<file path="src/rtl/cfg_guard_pkg.sv">
package cfg_guard_pkg;

    localparam int          BUS_AW     = 8;
    localparam logic [7:0]  UNLOCK_SIG = 8'hD8;
    localparam int          DEF_WINDOW = 4;

    typedef struct packed {
        logic              we;
        logic [BUS_AW-1:0] addr;
        logic [7:0]        data;
    } bus_wr_t;

    typedef enum logic [1:0] {
        WIN_HOLD,
        WIN_LOAD,
        WIN_STEP
    } win_op_e;

    function automatic logic is_unlock(input bus_wr_t w, input logic key_hit);
        return w.we && key_hit && (w.data == UNLOCK_SIG);
    endfunction

endpackage

</file>
<file path="src/rtl/cfg_guard_decode.sv">
module cfg_guard_decode
    import cfg_guard_pkg::*;
#(
    parameter int                NREG     = 8,
    parameter logic [BUS_AW-1:0] KEY_ADDR = 8'h3C,
    parameter logic [BUS_AW-1:0] REG_BASE = 8'h40
) (
    input  logic [BUS_AW-1:0] addr,
    output logic              key_hit,
    output logic [NREG-1:0]   reg_sel
);

    assign key_hit = (addr == KEY_ADDR);

    for (genvar i = 0; i < NREG; i++) begin : g_slot
        localparam logic [BUS_AW-1:0] SLOT_ADDR = REG_BASE + BUS_AW'(i);
        assign reg_sel[i] = (addr == SLOT_ADDR);
    end

endmodule

</file>
<file path="src/rtl/cfg_guard_window.sv">
module cfg_guard_window
    import cfg_guard_pkg::*;
#(
    parameter int WINDOW = DEF_WINDOW,
    parameter int CNT_W  = $clog2(WINDOW + 1)
) (
    input  logic             clk,
    input  logic             rst,
    input  logic             load,
    input  logic             step,
    output logic [CNT_W-1:0] left,
    output logic             open
);

    localparam logic [CNT_W-1:0] FULL = CNT_W'(WINDOW);

    win_op_e op;

    always_comb begin
        if (load)                     op = WIN_LOAD;
        else if (step && left != '0)  op = WIN_STEP;
        else                          op = WIN_HOLD;
    end

    always_ff @(posedge clk) begin
        if (rst) begin
            left <= '0;
        end else begin
            case (op)
                WIN_LOAD: left <= FULL;
                WIN_STEP: left <= left - 1'b1;
                default:  left <= left;
            endcase
        end
    end

    assign open = (left != '0);

    // count never leaves its legal range
    assert_count_bound_R3: assert property (@(posedge clk) disable iff (rst)
        left <= FULL);

    // signature reloads regardless of retire
    assert_reload_full_R9: assert property (@(posedge clk) disable iff (rst)
        load |=> (left == FULL));

    // retire steps down by exactly one
    assert_step_one_R3: assert property (@(posedge clk) disable iff (rst)
        (!load && step && left != '0) |=> (left == $past(left) - 1'b1));

    // no signature and no retire keeps the count
    assert_hold_R8: assert property (@(posedge clk) disable iff (rst)
        (!load && !step) |=> $stable(left));

endmodule

</file>
<file path="src/rtl/cfg_guard_gate.sv">
module cfg_guard_gate #(
    parameter int NREG = 8
) (
    input  logic            bus_we,
    input  logic [NREG-1:0] reg_sel,
    input  logic [NREG-1:0] prot,
    input  logic            open,
    output logic [NREG-1:0] reg_we
);

    for (genvar i = 0; i < NREG; i++) begin : g_gate
        assign reg_we[i] = bus_we && reg_sel[i] && (open || !prot[i]);
    end

endmodule

</file>
<file path="src/rtl/cfg_guard.sv">
module cfg_guard
    import cfg_guard_pkg::*;
#(
    parameter int                NREG     = 8,
    parameter int                WINDOW   = DEF_WINDOW,
    parameter logic [BUS_AW-1:0] KEY_ADDR = 8'h3C,
    parameter logic [BUS_AW-1:0] REG_BASE = 8'h40,
    localparam int               CNT_W    = $clog2(WINDOW + 1)
) (
    input  logic              clk,
    input  logic              rst,
    input  logic              bus_we,
    input  logic [BUS_AW-1:0] bus_addr,
    input  logic [7:0]        bus_wdata,
    input  logic              insn_retire,
    input  logic [NREG-1:0]   prot_map,
    output logic [NREG-1:0]   reg_we,
    output logic              irq_block,
    output logic [7:0]        key_rdata,
    output logic [CNT_W-1:0]  win_left
);

    bus_wr_t         wr;
    logic            key_hit;
    logic [NREG-1:0] reg_sel;
    logic            unlock;
    logic            win_open;

    assign wr     = '{we: bus_we, addr: bus_addr, data: bus_wdata};
    assign unlock = is_unlock(wr, key_hit);

    cfg_guard_decode #(
        .NREG     (NREG),
        .KEY_ADDR (KEY_ADDR),
        .REG_BASE (REG_BASE)
    ) u_decode (
        .addr    (wr.addr),
        .key_hit (key_hit),
        .reg_sel (reg_sel)
    );

    cfg_guard_window #(
        .WINDOW (WINDOW),
        .CNT_W  (CNT_W)
    ) u_window (
        .clk  (clk),
        .rst  (rst),
        .load (unlock),
        .step (insn_retire),
        .left (win_left),
        .open (win_open)
    );

    cfg_guard_gate #(
        .NREG (NREG)
    ) u_gate (
        .bus_we  (wr.we),
        .reg_sel (reg_sel),
        .prot    (prot_map),
        .open    (win_open),
        .reg_we  (reg_we)
    );

    assign irq_block = win_open;
    assign key_rdata = {7'b0, win_open};

    // the window only opens after a signature write
    assert_open_by_sig_R2: assert property (@(posedge clk) disable iff (rst)
        $rose(irq_block) |-> $past(bus_we && bus_addr == KEY_ADDR && bus_wdata == UNLOCK_SIG));

    // never more than one slot enabled
    assert_single_we_R10: assert property (@(posedge clk) disable iff (rst)
        $onehot0(reg_we));

    for (genvar i = 0; i < NREG; i++) begin : g_chk
        localparam logic [BUS_AW-1:0] SLOT_ADDR = REG_BASE + BUS_AW'(i);

        // protected slot locked while count is zero
        assert_locked_R4: assert property (@(posedge clk) disable iff (rst)
            (bus_we && bus_addr == SLOT_ADDR && prot_map[i] && win_left == '0) |-> !reg_we[i]);

        // unprotected slot always writable
        assert_free_R5: assert property (@(posedge clk) disable iff (rst)
            (bus_we && bus_addr == SLOT_ADDR && !prot_map[i]) |-> reg_we[i]);
    end

endmodule

</file>
<file path="config.mk">
export PLATFORM = sky130hd
export DESIGN_NAME = cfg_guard
export DESIGN_NICKNAME = d
export VERILOG_FILES = /design/src/rtl/cfg_guard_pkg.sv /design/src/rtl/cfg_guard_decode.sv /design/src/rtl/cfg_guard_window.sv /design/src/rtl/cfg_guard_gate.sv /design/src/rtl/cfg_guard.sv
export SDC_FILE = /design/constraint.sdc
export NUM_CORES = 1
export LEC_CHECK = 0
export BUFFER_PORTS_ARGS = -buffer_cell sky130_fd_sc_hd__buf_4
export CORE_AREA = 2 2 39 41
export CTS_CLUSTER_SIZE = 24
export DETAILED_ROUTE_END_ITERATION = 10
export DIE_AREA = 0 0 41 43
export HOLD_SLACK_MARGIN = 0.15
export PLACE_DENSITY = 0.76
export RECOVER_POWER = 25
export SYNTH_ARGS = -nofsm -noshare
export SYNTH_HDL_FRONTEND = slang
export SYNTH_SLANG_ARGS = --single-unit
</file>
<file path="constraint.sdc">
create_clock -name clk -period 2.5 [get_ports clk]
set_clock_uncertainty 0.1 [all_clocks]
set_input_delay 0.375 -clock clk [delete_from_list [all_inputs] [get_ports clk]]
set_output_delay 0.375 -clock clk [all_outputs]
set_load 0.02 [all_outputs]
</file>
==> Word-level counts from Yosys, hierarchy flattened <==
Index checks and enable logic that the tools add are counted.
{ "totals": {"in_bits": 28, "register_bits": 3} }
{ "classes": {"n_reduce_logical": 37, "n_mux": 3, "n_addsub": 1, "eq_ne": 12} }
{ "ops": {"columns": ["operator", "n"], "rows": [
  ["$eq A8 B7 Y1 const B", 8],
  ["$logic_and A1 B1 Y1", 19],
  ["$eq A8 B6 Y1 const B", 1],
  ["$eq A8 B8 Y1 const B", 1],
  ["$logic_not A1 Y1", 8],
  ["$logic_or A1 B1 Y1", 8],
  ["$pmux W3 S2", 1],
  ["$mux W2", 2],
  ["$reduce_bool A3 Y1", 1],
  ["$sub A3 B1 Y3 const B", 1],
  ["$eq A2 B1 Y1 const B", 1],
  ["$eq A2 B2 Y1 const B", 1],
  ["$reduce_bool A2 Y1", 1]
]} }

==> Logic depth before layout (Yosys ltp) <==
Gate-level depths: netlist of the first run.
{ "depth": {"depth_word": 6, "ltp_mapped": 8, "mapped_depth_nobuf": 7} }

==> By module <==
A second synthesis of the first run with hierarchy kept.
{ "hier_totals": {"cells_unflattened": 65, "area_unflattened_um2": 484.2} }
{ "modules_own_cells": {"columns": ["module", "area_each_um2", "cells_each", "seq_area_each_um2", "n_inst"], "rows": [
  ["cfg_guard_window", 190.2, 18, 60.1, 1],
  ["cfg_guard_decode", 118.9, 17, 0.0, 1],
  ["cfg_guard", 93.8, 12, 0.0, 1],
  ["cfg_guard_gate", 81.3, 18, 0.0, 1]
]} }

==> Least setup slack after synthesis of the first run <==
OpenSTA, ideal clock, no wires.
{ "synth_path": {"path_type": "register to output", "startpoint": "register u_window.left[0]", "endpoint": "output reg_we[0]", "stages_incl_launch_ff": 6, "path_buffers": 1, "setup_slack_ns": 0.097, "t_required_ns": 2.025, "arrival_ns": 1.928, "cell_sequence": "dfxtp_1 inv_1 ha_1 nor2b_1 buf_4 a2111oi_1"} }
{ "synth_via": {"elab_chain_cells": 3} }
{ "synth_rtl": {"columns": ["element", "line_no", "rtl"], "rows": [
  ["start: declaration", "cfg_guard_window.sv:11", "output logic [CNT_W-1:0] left,"],
  ["start signal: assignment", "cfg_guard_window.sv:31", "WIN_STEP: left <= left - 1'b1;"],
  ["start signal: assignment", "cfg_guard_window.sv:32", "default: left <= left;"],
  ["$reduce_bool A3 Y1", "cfg_guard_window.sv:37", "assign open = (left != '0);"],
  ["$logic_or A1 B1 Y1", "cfg_guard_gate.sv:12", "assign reg_we[i] = bus_we && reg_sel[i] && (open || !prot[i]);"],
  ["$logic_and A1 B1 Y1", "cfg_guard_gate.sv:12", null],
  ["end: declaration", "cfg_guard.sv:17", "output logic [NREG-1:0] reg_we,"]
]} }
Every way passes these cells.

==> Worst setup path in the final report of the first run <==
{ "layout_path": {"startpoint": "register u_window.left[0]", "endpoint": "output reg_we[1]"} }
The elaborated chain is that of the path after synthesis.

==> results of run 1 <==
==> final cells by class <==
class | count | area (µm²) | share of cell area (%)
tap | 16 | 20.0 | 2.95
timing repair buffer | 40 | 289 | 42.5
clock buffer | 4 | 26.3 | 3.87
inverter | 3 | 11.3 | 1.66
multi-input combinational | 40 | 273 | 40.1
sequential | 3 | 60.1 | 8.84
==> routing by layer <==
metal	share of wire, %	GRT usage, %
met1	33	13.4
met2	54	25.9
met3	10	1.05
met4	2.4	8.00
met5	0	0
==> synth_stat cells <==
cell       n  area share [%]
nor3_2     1             2.5
dfxtp_1    3              15
a2111oi_0  1             2.2
a2111oi_1  2             5.1
o21ba_1    1             2.5
nand4b_1   2             4.4
and3_1     1             1.6
nor4_2     1             3.2
nand2b_1   5             7.9
a211oi_1   6              11
ha_1       2             6.3
or4_1      1             1.9
nor3_1     2             2.5
buf_4      9              17
nor4bb_1   1             2.5
nand2_1    4             3.8
conb_1     1            0.95
inv_2      1            0.95
nor2b_1    1             1.6
inv_1      2             1.9
a21o_1     1             1.9
xnor2_1    1             2.2
==> critical path, delay by kind of cell, from the launching register on <==
family | cells | cell delay, ns
adders and majority gates | 1 | 0.17
buffers and inverters | 2 | 0.30
and+or+nand+nor | 1 | 0.51
AOI/OAI and AO/OA | 1 | 0.18
DFF | 1 | 0.30
==> logic make-up (layout without fill, tap and decap cells) <==
| logic type | after synthesis | count (layout) | synth area share (%) |
|---|---|---|---|
| compound gates | 11 | 11 | 23.2 |
| xor+xnor | 1 | 1 | 2.22 |
| fa+ha+maj | 2 | 2 | 6.35 |
| other cells | 1 | 7 | 0.951 |
| flops | 3 | 3 | 15.2 |
| buf+inv | 12 | 47 | 20.0 |
| simple gates | 19 | 19 | 32.1 |
==> stage by stage <==
stage | setup slack [ns] | util (%)
after floorplan | 0.0967 | -
after global placement | 0.389 | 48.4
after detailed placement | 0.388 | 48.4
after CTS | 0.295 | 50.3
after global routing | 0.139 | 49.1
final | 0.339 | 49.1
==> worst max path at each step <==
stage          slack [ns]   endpoint             start  cells past startpoint
2_1_floorplan         0.1  reg_we[0]  u_window.left[0]                      5
3_3_place_gp         0.39  reg_we[1]       bus_addr[3]                      6
3_5_place_dp         0.39  reg_we[1]       bus_addr[3]                      6
4_1_cts              0.29  reg_we[3]  u_window.left[0]                      5
5_1_grt              0.14  reg_we[0]  u_window.left[0]                      5
6_report             0.34  reg_we[1]  u_window.left[0]                      5
==> report_power, final <==
group / switching [mW] / internal (mW) / leakage, nW
clock network: 0.0270 / 0.0599 / 0.0150
logic: 0.215 / 0.135 / 0.293
registers: 0.0107 / 0.0691 / 0.0245
==> impl_metrics.toml, run 1 <==
[setup_path]
critPathMaxFanout = 9
cp.arrival_ns = 1.69
start_kind = "register"
crit_path_cell_trace = "inv_1, ha_1, nor2b_1, a2111oi_1, buf_4"
slowest_delay_ns = 0.51
crit_slowest_cell = "nor2b_1"
r2r_setup_slack_ns = 0.54
r2r.worst_path.cells = 6
cp.required_ns = 2.03
reg2reg_from = "u_window.left[0]"
timing.rr.end = "u_window.left[1]"
path_class = "reg2out"
crit_path_end_kind = "output pin"

[cells_and_area]
area_growth_syn_to_layout_pct = 72.4
largestRegisters = "u_window.left (3)"
largest_register_ffs = 3
nFillCells = 153
stdcell_count = 106
layout_common_cells = "buf_4, conb_1, a211oi_1"
final_common_cell = "buf_4"
top_register = "u_window.left"
finish.instance_area_um2 = 679
drive_gt1_share_pct = 46.7
final_nets = 121
antenna_cells = 0

[detailed_routing]
ant_nets = 0
drc = 0
vias = 502
dr.pass1.iters = 2
vias_per_cell = 4.74
drt-total-wl_um = 1080
routedWlPerCell_um = 10.2
drt_iter0_markers = 3

[global_routing]
antenna_found_initial = 0
grt_usage_pct = 13.9
grt_pass1_wl_um = 1690
overflow = 0
grt_max_degree = 10
grt_pass1_vias = 437

[sta]
relSlewSlack_pct = 59.6
min_period_over_period_pct = 86.4
max_freq_mhz = 463
final.setup.tns_ns = 0
hold_violations = 0
finalSetupViolations = 0
maxSlewViolCount = 0
max_slew.worst_pin.slew_ns = 0.604
timing.final.crit_period_ns = 2.16
rsz0062_at_grt = "no"
whs_ns = 0.219

[placement]
dp_hpwl_um = 967
numPortBuffers = 40
globalplace.congestion = 0.636
dpl_cell_area_um2 = 669
dp_cells = 102

[synthesis]
syn_avg_cell_area_um2 = 8.04
syn_inst = 49
syn_area_um2 = 394
ys_seq_area_share_pct = 15.2
ys_types = 22
ys_ff_latch = 3
yosysWarnings = 0

[pwr]
p_leak_nw = 0.332
p_per_area_nw_per_um2 = 761
vdd_drop_max_v = 0.000252
p_total_mw = 0.517

[clocking]
clock_sinks = 3
htreeDepth = 1
cts_max_path_buffers = 2
clock_latency_ns = 0.24
cts_root_buf = "clkbuf_4"
clk_pin_slew_worst_paths_ns = 0.03
cts_buffers = 3
cts_tree = "done"
cts_resized = 0
cts_setup_buffers = 0
hold_buffers = 0

[floorplan]
rows = 14
die_area_um2 = 1760
io_pins = 48
die_w_um = 41
core_area_um2 = 1380
die_h_um = 43
initial_core_util_pct = 28.5

[hold_path]
holdPathEnd = "u_window.left[0]"
min_from = "rst"
worstHoldPathCells = 2
hold_class = "in2reg"

[outcome]
status = "finished clean"

[job]
drv_cap = 0
Power figures use the tool's default switching activity.
==> run 2: changes to the inputs <==
--- a/config.mk
+++ b/config.mk
@@ -11,7 +11,7 @@
 export DETAILED_ROUTE_END_ITERATION = 10
 export DIE_AREA = 0 0 41 43
 export HOLD_SLACK_MARGIN = 0.15
-export PLACE_DENSITY = 0.76
+export PLACE_DENSITY = 0.83
 export RECOVER_POWER = 25
 export SYNTH_ARGS = -nofsm -noshare
 export SYNTH_HDL_FRONTEND = slang
==> impl_metrics.toml, run 2 (synthesized netlist as in run 1, its figures left out) <==
[outcome]
status = "finished clean"

[pwr]
p_total_mw = 0.517
vdd_drop_max_v = 0.000237
p_leak_nw = 0.332
p_per_area_nw_per_um2 = 762

[global_routing]
gr-usage-met2_pct = 25.6
grt_usage_pct = 14.2
met3_usage_pct = 2.09
antenna_found_initial = 0
grt_pass1_wl_um = 1730
grt_pass1_vias = 462
overflow = 0
top_usage_layer = "met2"
use_met1_pct = 14.1
grt_max_degree = 10

[detailed_routing]
routedWlPerCell_um = 10.3
dr.pass1.iters = 2
vias_per_cell = 4.61
drt-total-wl_um = 1090
ant_nets = 0
vias = 489
drt_iter0_markers = 4
drc = 0

[cells_and_area]
drive_gt1_share_pct = 46.7
nFillCells = 150
layout_common_cells = "buf_4, conb_1, a211oi_1"
top_register = "u_window.left"
largest_register_ffs = 3
final_common_cell = "buf_4"
stdcell_count = 106
antenna_cells = 0
area_growth_syn_to_layout_pct = 72.4
final_nets = 121
largestRegisters = "u_window.left (3)"

[clocking]
cts_buffers = 3
cts_resized = 0
clock_latency_ns = 0.23
cts_max_path_buffers = 2
cts_tree = "done"
clk_pin_slew_worst_paths_ns = 0.03
cts_setup_buffers = 0
htreeDepth = 1
hold_buffers = 0
cts_root_buf = "clkbuf_4"
clock_sinks = 3

[setup_path]
cp.arrival_ns = 1.70
start_kind = "register"
cp.required_ns = 2.03
r2r.worst_path.cells = 6
path_class = "reg2out"
crit_path_end_kind = "output pin"
critPathMaxFanout = 9

[hold_path]
worstHoldPathCells = 2
hold_class = "in2reg"

[floorplan]
die_w_um = 41
rows = 14
io_pins = 48
die_area_um2 = 1760
initial_core_util_pct = 28.5
core_area_um2 = 1380
die_h_um = 43

[sta]
whs_ns = 0.223
relSlewSlack_pct = 57.9
hold_violations = 0
max_freq_mhz = 460
maxSlewViolCount = 0
finalSetupViolations = 0
timing.final.crit_period_ns = 2.18
rsz0062_at_grt = "no"
final.setup.tns_ns = 0
min_period_over_period_pct = 87.0
max_slew.worst_pin.slew_ns = 0.631

[job]
drv_cap = 0

[placement]
dp_cells = 102
numPortBuffers = 40
dp_hpwl_um = 958
globalplace.congestion = 0.649
run 2: cell counts in the layout (fill, tap and decap cells not counted):
No cell type changed its count.
run 2: path summary, 6_finish.rpt:
| path | from | end | slack [ns] |
|---|---|---|---|
| hold reg to reg | u_window.left[1] | u_window.left[1] | 0.42 |
| hold / removal | rst | u_window.left[0] | 0.22 |
| setup reg to reg | u_window.left[0] | u_window.left[1] | 0.53 |
| setup / recovery | u_window.left[0] | reg_we[1] | 0.32 |
run 2: layer usage:
layer  wire, µm  vias to the layer above  share of wire [%]
li1           -                      249                  -
met1        389                      213                 36
met2        589                       27                 54
met3        113                        0                 10
met4          0                        0                  0
met5          0                        -                  0
run 2: report_power, final:
part           leakage (nW)  switching, mW  internal [mW]  total [mW]
clock network        0.0150         0.0248         0.0598      0.0846
logic                 0.293          0.218          0.135       0.353
registers            0.0245         0.0111         0.0691      0.0802
total                 0.332          0.254          0.263       0.517
run 2: cell type report:
class	count	area (µm²)	share of cell area [%]
multi-input cells	40	273	40.1
repair buffers	40	289	42.5
inverters	3	11.3	1.66
clock buffers	4	26.3	3.87
well taps	16	20.0	2.95
flip-flops and latches	3	60.1	8.84
run 2: worst max-delay path: stages, from the launching register on:
cell,delay (ns)
dfxtp_1,0.30
inv_1,0.10
ha_1,0.17
nor2b_1,0.53
a2111oi_1,0.19
buf_4,0.19
run 2: per-stage QoR:
step | utilization [%] | setup slack [ns] | cell area (µm²)
after floorplan | - | 0.0967 | 417
after global placement | 48.4 | 0.407 | 669
after detailed placement | 48.4 | 0.330 | 669
after CTS | 50.3 | 0.287 | 696
after global routing | 49.1 | 0.137 | 679
final | 49.1 | 0.324 | 679
==> run 3: changes to the inputs <==
--- a/config.mk
+++ b/config.mk
@@ -6,13 +6,15 @@
 export NUM_CORES = 1
 export LEC_CHECK = 0
 export BUFFER_PORTS_ARGS = -buffer_cell sky130_fd_sc_hd__buf_4
-export CORE_AREA = 2 2 39 41
+export CORE_MARGIN = 2
+export CORE_UTILIZATION = 37
+export CTS_CLUSTER_DIAMETER = 120
 export CTS_CLUSTER_SIZE = 24
 export DETAILED_ROUTE_END_ITERATION = 10
-export DIE_AREA = 0 0 41 43
 export HOLD_SLACK_MARGIN = 0.15
-export PLACE_DENSITY = 0.83
+export PLACE_DENSITY = 0.91
 export RECOVER_POWER = 25
 export SYNTH_ARGS = -nofsm -noshare
 export SYNTH_HDL_FRONTEND = slang
+export SYNTH_HIERARCHICAL = 1
 export SYNTH_SLANG_ARGS = --single-unit
==> impl_metrics.toml, run 3 <==
[outcome]
status = "finished clean"

[clocking]
cts_root_buf = "clkbuf_4"
hold_buffers = 0
clk_pin_slew_worst_paths_ns = 0.04
clock_sinks = 3
cts_buffers = 3
clock_latency_ns = 0.23
cts_max_path_buffers = 2
cts_tree = "done"
htreeDepth = 1
cts_setup_buffers = 0
cts_resized = 0

[synthesis]
syn_avg_cell_area_um2 = 7.45
synth_flop_cell = "dfxtp_1"
ys_top_cells_by_area = "buf_4, dfxtp_1, a21oi_1"
synth_top_area_share_pct = 14.0
ys_ff_latch = 3
async_flop_share_pct = 0
synth_common_cells = "a21oi_1, buf_4, nand2_1, nor2_1"
synth_area_leader_cell = "buf_4"
yosysWarnings = 6
ys_seq_area_share_pct = 12.4
synth_edf_count = 0
ys_types = 23
syn_inst = 65
syn_area_um2 = 484

[sta]
min_period_over_period_pct = 84.1
timing.final.crit_period_ns = 2.10
final.setup.tns_ns = 0
hold_violations = 0
finalSetupViolations = 0
timing.final.ws_setup_ns = 0.397
rsz0062_at_grt = "no"
max_slew.worst_pin.slew_ns = 0.569
maxSlewViolCount = 0
max_freq_mhz = 476
relSlewSlack_pct = 61.7

[detailed_routing]
ant_nets = 0
drt_iter0_markers = 3
dr.pass1.iters = 2
routedWlPerCell_um = 11.0
drt-total-wl_um = 1330
vias_per_cell = 4.94
drc = 0
vias = 598

[hold_path]
holdPathEnd = "u_window/left[2]"
min_from = "rst"
hold_class = "in2reg"
worstHoldPathCells = 2

[setup_path]
timing.rr.end = "u_window/left[1]"
cp.required_ns = 2.03
r2r.worst_path.cells = 5
path_delay_family = "simple AND/OR/NAND/NOR gates"
r2r_setup_slack_ns = 1.04
crit_path_end_kind = "output pin"
crit_top_cell = "buf_4"
start_kind = "primary input"
crit_path_cell_trace = "buf_4, or4b_4, nor4_2, nand2_1, a21oi_1, buf_4"
path_class = "in2out"
cp.arrival_ns = 1.63
slowest_delay_ns = 0.56
reg2reg_from = "u_window/left[0]"
path_buf_inv = 2
critPathMaxFanout = 4
crit_slowest_cell = "or4b_4"

[floorplan]
io_pins = 48
die_w_um = 40.2
die_area_um2 = 1610
initial_core_util_pct = 38.7
rows = 13
die_h_um = 40.2
core_area_um2 = 1250

[pwr]
p_leak_nw = 0.334
p_comb_share_pct = 71.1
vdd_drop_max_v = 0.000667
p_sw_share_pct = 51.1
internal_power_mw = 0.295
p_clk_share_pct = 14.2
switchingPower_mw = 0.308
p_per_area_nw_per_um2 = 780
p_seq_share_pct = 14.7

[cells_and_area]
multi_input_area_um2 = 368
drive_gt1_share_pct = 43.4
area_growth_syn_to_layout_pct = 59.7
final_nets = 137
final_common_cell = "buf_4"
top_register = "u_window/left"
largestRegisters = "u_window/left (3)"
antenna_cells = 0
layout_common_cells = "buf_4, nand2_1, a21oi_1"
ff_latch_area_um2 = 60.1
nFillCells = 131
largest_register_ffs = 3

[placement]
dp_slack_ns = 0.401
numPortBuffers = 40
globalplace.congestion = 0.681
dp_hpwl_um = 1130

[global_routing]
grt_usage_pct = 19.0
overflow = 0
antenna_found_initial = 0
grt_max_degree = 10
grt_pass1_vias = 549
grt_pass1_wl_um = 2100

[job]
drv_cap = 0
## run 3: cell families (layout without fill, tap and decap cells)
kind of cell	after synthesis	count (layout)	synth area share [%]
buffers and inverters	12	47	16.3
AOI/OAI and AO/OA	13	13	20.2
DFF	3	3	12.4
other	1	7	0.774
adders and majority gates	2	2	5.17
and+or+nand+nor	34	34	45.2
## run 3: worst max-delay path by stage
stage	cells after the start	end	slack, ns	from
floorplan	4	reg_we[3]	0.48	bus_addr[7]
global placement	6	reg_we[3]	0.41	bus_addr[7]
detailed placement	6	reg_we[3]	0.40	bus_addr[7]
CTS	6	reg_we[3]	0.39	bus_addr[7]
global route	6	reg_we[3]	0.34	bus_addr[7]
finish	6	reg_we[3]	0.40	bus_addr[7]
## run 3: worst register-to-register path: stages, from the launching register on
cell      delay (ns)
dfxtp_1         0.32
inv_1           0.14
ha_1            0.24
nand2b_4        0.11
and3_2          0.22
nor4_1          0.23
## run 3: metal layers
layer,GRT usage [%],share of wire [%],routed length (µm)
met5,0,0,0
met4,5.00,0,0
met3,6.11,11,151
met2,38.3,52,698
met1,17.9,36,484
## run 3: stage by stage
stage | power (mW) | utilization (%) | cell area [µm²] | hold slack (ns) | instances
after floorplan | 0.402 | - | 507 | 0.347 | 71
after global placement | 0.524 | 60.5 | 758 | 0.417 | 117
after detailed placement | 0.536 | 60.5 | 758 | 0.437 | 117
after CTS | 0.627 | 62.6 | 785 | 0.261 | 121
after global routing | 0.655 | 61.7 | 773 | 0.264 | 121
final | 0.603 | 61.7 | 773 | 0.267 | 121
## run 3: final cells by class
cell class                 instances  area share (%)
clock buffer                       4            3.40
inverter                           3            1.46
multi-input combinational         56            47.6
sequential                         3            7.77
tap                               15            2.43
timing repair buffer              40            37.4
## run 3: power groups by stage
stage / clock network [mW] / registers, mW / logic (mW)
after CTS: 0.0896 / 0.0889 / 0.448
final: 0.0858 / 0.0888 / 0.429
after global placement: 0 / 0.0877 / 0.437
after global routing: 0.0935 / 0.0922 / 0.469
after floorplan: 0 / 0.114 / 0.289
after detailed placement: 0 / 0.0894 / 0.447
